--- config.mk ---
export PLATFORM = sky130hd
export DESIGN_NAME = callgate_seq
export DESIGN_NICKNAME = d
export VERILOG_FILES = /design/src/rtl/callgate_pkg.sv /design/src/rtl/callgate_check.sv /design/src/rtl/callgate_agu.sv /design/src/rtl/callgate_seq.sv
export SDC_FILE = /design/constraint.sdc
export NUM_CORES = 1
export LEC_CHECK = 0
export CAP_MARGIN = 20
export CORE_ASPECT_RATIO = 0.7
export CORE_UTILIZATION = 33
export CTS_BUF_LIST = sky130_fd_sc_hd__clkbuf_2 sky130_fd_sc_hd__clkbuf_4 sky130_fd_sc_hd__clkbuf_8
export DETAILED_ROUTE_END_ITERATION = 8
export PLACE_DENSITY = 0.67
export SLEW_MARGIN = 40
export SYNTH_ARGS = -nofsm -noshare
export SYNTH_HDL_FRONTEND = slang
export SYNTH_SLANG_ARGS = --single-unit
--- constraint.sdc ---
create_clock -name clk -period 8.1 [get_ports clk]
set_clock_uncertainty 0.2 [all_clocks]
set_input_delay 1.62 -clock clk [delete_from_list [all_inputs] [get_ports clk]]
set_output_delay 1.62 -clock clk [all_outputs]
set_load 0.01 [all_outputs]
--- src/rtl/callgate_pkg.sv ---
package callgate_pkg;

    localparam int SEL_W = 16;
    localparam int OFF_W = 32;
    localparam int CNT_W = 5;

    localparam logic [3:0] GT_NARROW = 4'h4;
    localparam logic [3:0] GT_WIDE   = 4'hC;

    typedef enum logic [3:0] {
        ST_IDLE,
        ST_RD_SP,
        ST_RD_SS,
        ST_GOT_SS,
        ST_PUSH_SS,
        ST_PUSH_SP,
        ST_PRM_RD,
        ST_PRM_WR,
        ST_PUSH_CS,
        ST_PUSH_IP,
        ST_DONE,
        ST_FAULT
    } seq_state_e;

    typedef struct packed {
        logic             ok;
        logic             wide;
        logic             same;
        logic [1:0]       tring;
        logic [CNT_W-1:0] cnt;
        logic [SEL_W-1:0] csel;
        logic [OFF_W-1:0] entry;
    } gate_info_t;

endpackage

--- src/rtl/callgate_check.sv ---
module callgate_check
    import callgate_pkg::*;
(
    input  logic [63:0]      desc,
    input  logic [SEL_W-1:0] cs,
    input  logic [1:0]       rpl,
    output gate_info_t       info
);
    logic       present;
    logic [1:0] dpl;
    logic [3:0] gtype;
    logic [1:0] cpl;
    logic [1:0] eff;
    logic       type_ok;
    logic       priv_ok;

    always_comb begin
        present = desc[47];
        dpl     = desc[46:45];
        gtype   = desc[43:40];
        cpl     = cs[1:0];
        eff     = (cpl > rpl) ? cpl : rpl;
        type_ok = ((gtype == GT_NARROW) || (gtype == GT_WIDE))
                  && !desc[44] && (desc[39:37] == 3'b000);
        priv_ok = (eff <= dpl) && (desc[17:16] <= cpl);

        info.ok    = present && type_ok && priv_ok;
        info.wide  = (gtype == GT_WIDE);
        info.tring = desc[17:16];
        info.same  = (desc[17:16] == cpl);
        info.cnt   = desc[32 +: CNT_W];
        info.csel  = desc[31:16];
        info.entry = info.wide ? {desc[63:48], desc[15:0]} : {16'h0000, desc[15:0]};
    end
endmodule

--- src/rtl/callgate_agu.sv ---
module callgate_agu
    import callgate_pkg::*;
#(
    parameter int SP0_OFF   = 2,
    parameter int SLOT_STEP = 4
) (
    input  logic             wide,
    input  logic [1:0]       tring,
    input  logic [OFF_W-1:0] new_sp,
    input  logic [OFF_W-1:0] old_sp,
    input  logic [CNT_W-1:0] idx,
    output logic [OFF_W-1:0] push_off,
    output logic [OFF_W-1:0] prm_off,
    output logic [OFF_W-1:0] tss_sp_off,
    output logic [OFF_W-1:0] tss_ss_off
);
    localparam logic [OFF_W-1:0] SP0  = OFF_W'(SP0_OFF);
    localparam logic [OFF_W-1:0] SLOT = OFF_W'(SLOT_STEP);

    logic [OFF_W-1:0] step;
    logic [OFF_W-1:0] idx_x;

    always_comb begin
        step       = wide ? OFF_W'(4) : OFF_W'(2);
        idx_x      = OFF_W'(idx);
        push_off   = new_sp - step;
        prm_off    = old_sp + (wide ? (idx_x << 2) : (idx_x << 1));
        tss_sp_off = SP0 + SLOT * OFF_W'(tring);
        tss_ss_off = tss_sp_off + OFF_W'(2);
    end
endmodule

--- src/rtl/callgate_seq.sv ---
module callgate_seq
    import callgate_pkg::*;
(
    input  logic             clk,
    input  logic             rst_n,
    input  logic             start,
    input  logic [63:0]      gate_desc,
    input  logic [1:0]       gate_rpl,
    input  logic [SEL_W-1:0] cur_cs,
    input  logic [OFF_W-1:0] cur_ip,
    input  logic [SEL_W-1:0] cur_ss,
    input  logic [OFF_W-1:0] cur_sp,
    input  logic [SEL_W-1:0] tss_sel,
    output logic             busy,
    output logic             done,
    output logic             fault,
    output logic [SEL_W-1:0] new_cs,
    output logic [OFF_W-1:0] new_ip,
    output logic [SEL_W-1:0] new_ss,
    output logic [OFF_W-1:0] new_sp,
    output logic             mem_req,
    output logic             mem_we,
    output logic             mem_wide,
    output logic [SEL_W-1:0] mem_seg,
    output logic [OFF_W-1:0] mem_off,
    output logic [OFF_W-1:0] mem_wdata,
    input  logic [OFF_W-1:0] mem_rdata
);
    typedef struct packed {
        seq_state_e       state;
        logic             wide;
        logic [1:0]       tring;
        logic [CNT_W-1:0] cnt;
        logic [SEL_W-1:0] ocs;
        logic [OFF_W-1:0] oip;
        logic [SEL_W-1:0] oss;
        logic [OFF_W-1:0] osp;
        logic [SEL_W-1:0] ncs;
        logic [OFF_W-1:0] nip;
        logic [SEL_W-1:0] nss;
        logic [OFF_W-1:0] nsp;
        logic [SEL_W-1:0] out_cs;
        logic [OFF_W-1:0] out_ip;
        logic [SEL_W-1:0] out_ss;
        logic [OFF_W-1:0] out_sp;
    } seq_regs_t;

    seq_regs_t  r_d, r_q;
    gate_info_t info;

    logic [OFF_W-1:0] push_off, prm_off, tss_sp_off, tss_ss_off;

    callgate_check u_check (
        .desc (gate_desc),
        .cs   (cur_cs),
        .rpl  (gate_rpl),
        .info (info)
    );

    callgate_agu #(.SP0_OFF(2), .SLOT_STEP(4)) u_agu (
        .wide       (r_q.wide),
        .tring      (r_q.tring),
        .new_sp     (r_q.nsp),
        .old_sp     (r_q.osp),
        .idx        (r_q.cnt),
        .push_off   (push_off),
        .prm_off    (prm_off),
        .tss_sp_off (tss_sp_off),
        .tss_ss_off (tss_ss_off)
    );

    function automatic logic [OFF_W-1:0] fit(input logic w, input logic [OFF_W-1:0] v);
        return w ? v : {{(OFF_W-16){1'b0}}, v[15:0]};
    endfunction

    always_comb begin
        r_d       = r_q;
        mem_req   = 1'b0;
        mem_we    = 1'b0;
        mem_wide  = r_q.wide;
        mem_seg   = '0;
        mem_off   = '0;
        mem_wdata = '0;

        unique case (r_q.state)
            ST_IDLE: begin
                if (start) begin
                    r_d.ocs   = cur_cs;
                    r_d.oip   = cur_ip;
                    r_d.oss   = cur_ss;
                    r_d.osp   = cur_sp;
                    r_d.ncs   = info.csel;
                    r_d.nip   = info.entry;
                    r_d.wide  = info.wide;
                    r_d.tring = info.tring;
                    r_d.cnt   = info.cnt;
                    if (!info.ok) begin
                        r_d.state = ST_FAULT;
                    end else if (info.same) begin
                        r_d.nss   = cur_ss;
                        r_d.nsp   = cur_sp;
                        r_d.state = ST_PUSH_CS;
                    end else begin
                        r_d.state = ST_RD_SP;
                    end
                end
            end
            ST_RD_SP: begin
                mem_req   = 1'b1;
                mem_wide  = 1'b0;
                mem_seg   = tss_sel;
                mem_off   = tss_sp_off;
                r_d.state = ST_RD_SS;
            end
            ST_RD_SS: begin
                r_d.nsp   = {{(OFF_W-16){1'b0}}, mem_rdata[15:0]};
                mem_req   = 1'b1;
                mem_wide  = 1'b0;
                mem_seg   = tss_sel;
                mem_off   = tss_ss_off;
                r_d.state = ST_GOT_SS;
            end
            ST_GOT_SS: begin
                r_d.nss   = mem_rdata[SEL_W-1:0];
                r_d.state = ST_PUSH_SS;
            end
            ST_PUSH_SS: begin
                mem_req   = 1'b1;
                mem_we    = 1'b1;
                mem_seg   = r_q.nss;
                mem_off   = push_off;
                mem_wdata = OFF_W'(r_q.oss);
                r_d.nsp   = push_off;
                r_d.state = ST_PUSH_SP;
            end
            ST_PUSH_SP: begin
                mem_req   = 1'b1;
                mem_we    = 1'b1;
                mem_seg   = r_q.nss;
                mem_off   = push_off;
                mem_wdata = fit(r_q.wide, r_q.osp);
                r_d.nsp   = push_off;
                if (r_q.cnt == '0) begin
                    r_d.state = ST_PUSH_CS;
                end else begin
                    r_d.cnt   = r_q.cnt - 1'b1;
                    r_d.state = ST_PRM_RD;
                end
            end
            ST_PRM_RD: begin
                mem_req   = 1'b1;
                mem_seg   = r_q.oss;
                mem_off   = prm_off;
                r_d.state = ST_PRM_WR;
            end
            ST_PRM_WR: begin
                mem_req   = 1'b1;
                mem_we    = 1'b1;
                mem_seg   = r_q.nss;
                mem_off   = push_off;
                mem_wdata = fit(r_q.wide, mem_rdata);
                r_d.nsp   = push_off;
                if (r_q.cnt == '0) begin
                    r_d.state = ST_PUSH_CS;
                end else begin
                    r_d.cnt   = r_q.cnt - 1'b1;
                    r_d.state = ST_PRM_RD;
                end
            end
            ST_PUSH_CS: begin
                mem_req   = 1'b1;
                mem_we    = 1'b1;
                mem_seg   = r_q.nss;
                mem_off   = push_off;
                mem_wdata = OFF_W'(r_q.ocs);
                r_d.nsp   = push_off;
                r_d.state = ST_PUSH_IP;
            end
            ST_PUSH_IP: begin
                mem_req    = 1'b1;
                mem_we     = 1'b1;
                mem_seg    = r_q.nss;
                mem_off    = push_off;
                mem_wdata  = fit(r_q.wide, r_q.oip);
                r_d.nsp    = push_off;
                r_d.out_cs = r_q.ncs;
                r_d.out_ip = r_q.nip;
                r_d.out_ss = r_q.nss;
                r_d.out_sp = push_off;
                r_d.state  = ST_DONE;
            end
            ST_DONE:  r_d.state = ST_IDLE;
            ST_FAULT: r_d.state = ST_IDLE;
            default:  r_d.state = ST_IDLE;
        endcase
    end

    always_ff @(posedge clk) begin
        if (!rst_n) begin
            r_q       <= '0;
            r_q.state <= ST_IDLE;
        end else begin
            r_q <= r_d;
        end
    end

    assign busy   = (r_q.state != ST_IDLE);
    assign done   = (r_q.state == ST_DONE);
    assign fault  = (r_q.state == ST_FAULT);
    assign new_cs = r_q.out_cs;
    assign new_ip = r_q.out_ip;
    assign new_ss = r_q.out_ss;
    assign new_sp = r_q.out_sp;

endmodule

== After elaboration in Yosys (flattened, before gate mapping) ==
Index checks and enable logic that the tools add are counted.
Operators by class
  add/subtract/negate cells: 5
  order comparisons: 3
  eq/ne operators: 18
  multiplexer cells: 24
  reductions and logical operators: 22
Operators with widths (count)
  $mux 204: 1
  $pmux 32 s5: 1
  $mux 32: 4
  $pmux 32 s4: 1
  $mux 48: 2
  $pmux 32 s3: 1
  $pmux 16 s3: 1
  $pmux 4 s9: 1
  $add 32x32->32: 1
  $pmux 16 s2: 1
  $sub 32x32->32: 1
  $eq 4x3->1 const B: 5
  $eq 4x4->1 const B: 5
  $mux 4: 3
  $pmux 5 s2: 1
  $eq 4x2->1 const B: 2
  $ne 2x2->1 const B: 4
  $reduce_and 4->1: 2
  $reduce_or 8->1: 1
  $mux 7: 1
  $add 5x2->6 const B: 1
  $add 2x4->5 const A: 1
  $logic_and 1x1->1: 5
  $logic_not 5->1: 1
  20 further kinds: 25
Word-level totals
  register bits after elaboration: 300
  input bits: 213
  output and inout bits: 182
  word-level logic and storage cells: 88

== Depth between registers and ports, before layout ==
  word-level depth: 9
  depth in mapped cells: 14
  mapped depth without buffers: 12

== By module ==
A second synthesis with hierarchy kept.
Unflattened totals
  cells, all modules: 2155
  area, all modules: 16588.4 µm²
By module, submodules not included
  callgate_seq: times used 1, cells each 1772, area an instance 13756.9 µm², seq. area each 6005.8 µm²
  callgate_agu: times used 1, cells each 294, area an instance 2182.1 µm², seq. area each 0.0 µm²
  callgate_check: times used 1, cells each 89, area an instance 649.4 µm², seq. area each 0.0 µm²

== Worst setup path after synthesis ==
No wires, ideal clock.
  kind: reg2out
  start: reg r_q[295] (netlist name)
  end: out mem_off[27]
  arrival time: 2.921 ns
  data required time: 6.280 ns
  path slack: 3.359 ns
  stages on the path, launching flop included: 11
  path buffers: 2
  cells stage by stage: dfxtp_1 > clkbuf_1 > mux2_2 > ha_1 > a21o_1 > a221oi_1 > nand2b_1 > clkbuf_1 > nor3_1 > xnor2_1 > o21ai_0
Between the ends
  longest elaborated chain between the ends: 3
  elaborated cells on any way between the ends: 5
  those cells by class: add/sub (2); mux (3)
RTL lines
  start, declared: RTL line callgate_seq.sv:48  | seq_regs_t r_d, r_q;
  start signal, assigned: RTL line callgate_seq.sv:203  | r_q <= r_d;
  $mux 3 or $mux 7 (tied branches): RTL line callgate_agu.sv:24, callgate_agu.sv:27
  $sub 32x32->32 or $add 32x32->32 (tied branches): RTL line callgate_agu.sv:26, callgate_agu.sv:27
  $pmux 32 s4 *: RTL line callgate_seq.sv:85  | unique case (r_q.state)
  end, declared: RTL line callgate_seq.sv:25  | output logic [OFF_W-1:0] mem_off,
Mark *: on every way between the ends. The rest lies on a longest branch, timed or not.

== Final worst setup path ==
  start: reg r_q[295] (netlist name)
  end: out mem_off[29]
Same word-level chain as after synthesis.

==> key figures <==
Status
  • Status: complete, but fails checks
  • Violated checks: DRC

Power and ir drop
  • Peak VDD IR: 0.122 mV
  • LEAKAGE: 6.80 nW
  • PwrDens: 293 nW/um^2

Clock tree
  • Clock sinks: 298
  • CTS tree: yes
  • Clock Pin Slew Worst Setup and Hold Paths: 70 ps
  • H-tree Lvls: 2
  • Cells resized by post-CTS repair: 0
  • Clock latency on the worst-skew pair: 610 ps
  • Root buf cell: clkbuf_8
  • Hold-fix buffers, CTS: 0
  • Post-CTS Setup Repair Bufs: 0
  • Max Root-Sink Buffers: 3
  • CTS Buf Count: 51

Floorplanning
  • Core area: 43900 um^2
  • Die Ht: 179 um
  • Num rows: 64
  • Die width: 255 um
  • # IOs: 395
  • Die ar.: 45600 um^2
  • Initial Util: 33.7%

GRT
  • Vias in the first global route: 13.8k
  • Total GRT Usage: 24.7%
  • Largest net degree at the start of global routing: 201
  • First-pass GRT wire length: 85400 um
  • Initial antenna violation count: 9
  • GRT overflow: 0

Setup path
  • Worst R2R Path Depth: 8
  • Worst path required time: 6280 ps
  • Arrival time worst endpoint: 4600 ps
  • Internal reg-to-reg setup slack: 3820 ps
  • CP endpoint kind: output pin
  • CP Class: reg -> out
  • R2R Path Start: r_q[298]
  • Worst setup SP type: flop
  • Worst-path maximum fanout: 11
  • Reg2reg end: r_q[123]

Synth
  • Synthesized flop and latch total: 298
  • Area fraction of the dominant cell type after synthesis: 40.4%
  • Synth Instances: 1948
  • Post-synth top flop: dfxtp_1
  • Post-synthesis sequential area ratio: 40.4%
  • Avg Cell Area, Syn: 7.58 um^2
  • Synth area leader: dfxtp_1
  • Mapped Area: 14800 um^2
  • Asr flop ratio synth: 0%
  • Synth unique cells: 63
  • Ranking of synthesized cells by area: dfxtp_1, nand2_1, a21oi_1
  • Synthesized Nets: 2180
  • Synth Warn #: 0
  • Post-synth EDFFs: 0

Placed design
  • Placed wire-length estimate: 43300 um
  • PortBufs: 394
  • Routability cong.: 0.941

Timing
  • Post-layout min period: 6420 ps
  • Relative slew slack: 42.8%
  • Fin. Hold Viols: 0
  • Slew at the pin closest to its max-slew limit: 858 ps
  • # setup viols final: 0
  • Final Cycle Share: 79.3%
  • Max Slew Vio Count: 0
  • Final TNS setup: 0 ps
  • Hold WS: 239 ps
  • Max Clk Rate: 156 MHz
  • RSZ-0062 raised after global routing: false

Drt
  • Vias/cell: 5.38
  • DR pass1 iterations: 9
  • Final wirelength: 59600 um
  • Vias: 15.1k
  • Drt drc: 1
  • Initial drt markers: 1839
  • Post-route ant nets: 0
  • Routed length per instance: 21.2 um

Cells and area
  • Layout area overhead: 32.4%
  • Nets@finish: 2402
  • Layout cells sized above 1: 6.16%

Min path
  • WHS Path Cells: 2
  • WHS Endpoint: new_cs[11]
  • Hold Crit Start: r_q[187]
  • Worst hold path class: reg -> reg

Run
  • Max-Cap Viols: 0
## critical path, cell delays in order (launching register included)
cell             delay, ps
dfxtp_1                430
inv_1                  240
ha_1                   210
inv_1                   60
fa_1                   390
nor3_1                 460
nand4b_1               530
nor4b_1                510
xor2_1                 230
nand2_1                130
o21ai_0                190
clkdlybuf4s50_1        600
## routing by layer
layer / vias up / part of all wire (%) / GRT usage [%]
met5: - / 0.081 / 0
met4: 8 / 2.8 / 8.26
met3: 111 / 10 / 6.93
met2: 732 / 43 / 36.8
met1: 7177 / 44 / 34.0
li1: 7080 / - / -
## cell usage in the layout (no fill, tap or decap), types with 5 or more instances in the layout
| master | instances |
|---|---|
| xnor2_1 | 39 |
| clkinv_2 | 7 |
| buf_4 | 13 |
| nor2b_1 | 5 |
| a221oi_1 | 8 |
| a221o_1 | 16 |
| nand2b_1 | 5 |
| nand2_1 | 453 |
| nor3b_1 | 6 |
| a21oi_1 | 271 |
| a22oi_1 | 40 |
| a211oi_1 | 9 |
| a31oi_1 | 24 |
| a2bb2oi_1 | 7 |
| o22ai_1 | 17 |
| nand3_1 | 46 |
| a222oi_1 | 18 |
| xor2_1 | 21 |
| clkbuf_4 | 15 |
| ha_1 | 17 |
| clkdlybuf4s50_1 | 394 |
| nor4_1 | 13 |
| nor3_1 | 33 |
| dfxtp_1 | 297 |
| nand4_1 | 5 |
| or3_1 | 7 |
| nor2_1 | 124 |
| o21ai_0 | 87 |
| and3_1 | 6 |
| clkbuf_8 | 62 |
| mux2i_1 | 34 |
| diode_2 | 6 |
| inv_1 | 34 |
## synth_stat cells (3+ instances only)
master,n
a211oi_1,9
a21o_1,4
a21oi_1,271
a221o_1,16
a221oi_1,8
a222oi_1,18
a22oi_1,40
a2bb2oi_1,7
a31oi_1,24
and2_1,3
and3_1,8
buf_1,7
buf_2,5
buf_4,97
clkbuf_1,133
dfxtp_1,298
ha_1,17
inv_1,34
mux2_2,3
mux2i_1,34
nand2_1,453
nand2b_1,5
nand3_1,49
nand4_1,5
nor2_1,125
nor2b_1,5
nor3_1,35
nor3b_1,6
nor4_1,13
nor4_4,4
o21ai_0,87
o22ai_1,17
or2_2,4
or3_1,7
or4_1,3
xnor2_1,39
xor2_1,21
## state kept, by name, indices dropped and copies added, names as in the netlist
signal / flops
new_ss: 16
new_cs: 16
r_q: 202
new_ip: 32
new_sp: 32
## layout make-up
class / count / area (um^2)
fill: 4360 / 24300
multi-input combinational: 1370 / 7430
sequential: 298 / 5970
timing repair buffer: 413 / 4140
clock buffer: 77 / 966
tap: 594 / 743
clock inverter: 13 / 150
inverter: 36 / 149
antenna: 6 / 15.0
## power by group
group	total, mW	internal (mW)	switching (mW)
combinational	2.19	0.825	1.36
clock	1.52	0.855	0.668
sequential	2.02	1.73	0.294
total	5.73	3.41	2.32
## cell families after synthesis
kind of cell,count (synthesis),synth area share [%]
compound gates,519,20.8
xor+xnor,60,3.56
fa+ha+maj,19,1.71
buf+inv,280,9.70
flops,298,40.4
mux,37,2.53
simple gates,735,21.3
## metrics by stage
step | cells | utilization, % | power (mW) | setup slack [ps] | instance area [um^2]
finish | 2807 | 44.6 | 5.73 | 1680 | 19600
CTS | 2799 | 44.5 | 5.71 | 1640 | 19500
global placement | 2707 | 41.8 | 4.14 | 2440 | 18300
detailed placement | 2709 | 41.9 | 4.18 | 2350 | 18400
floorplan | 1948 | - | 3.32 | 3360 | 14800
global route | 2804 | 44.6 | 6.01 | 1380 | 19600
## worst max-delay path by stage
stage	start	cells after the start	end	slack, ps
floorplan	r_q[295]	10	mem_off[27]	3360
global placement	r_q[295]	11	mem_off[29]	2440
detailed placement	r_q[295]	11	mem_off[29]	2350
CTS	r_q[295]	11	mem_off[29]	1640
global route	r_q[295]	11	mem_off[29]	1380
finish	r_q[295]	11	mem_off[29]	1680
Note: power is estimated with default switching activity, not from simulation.
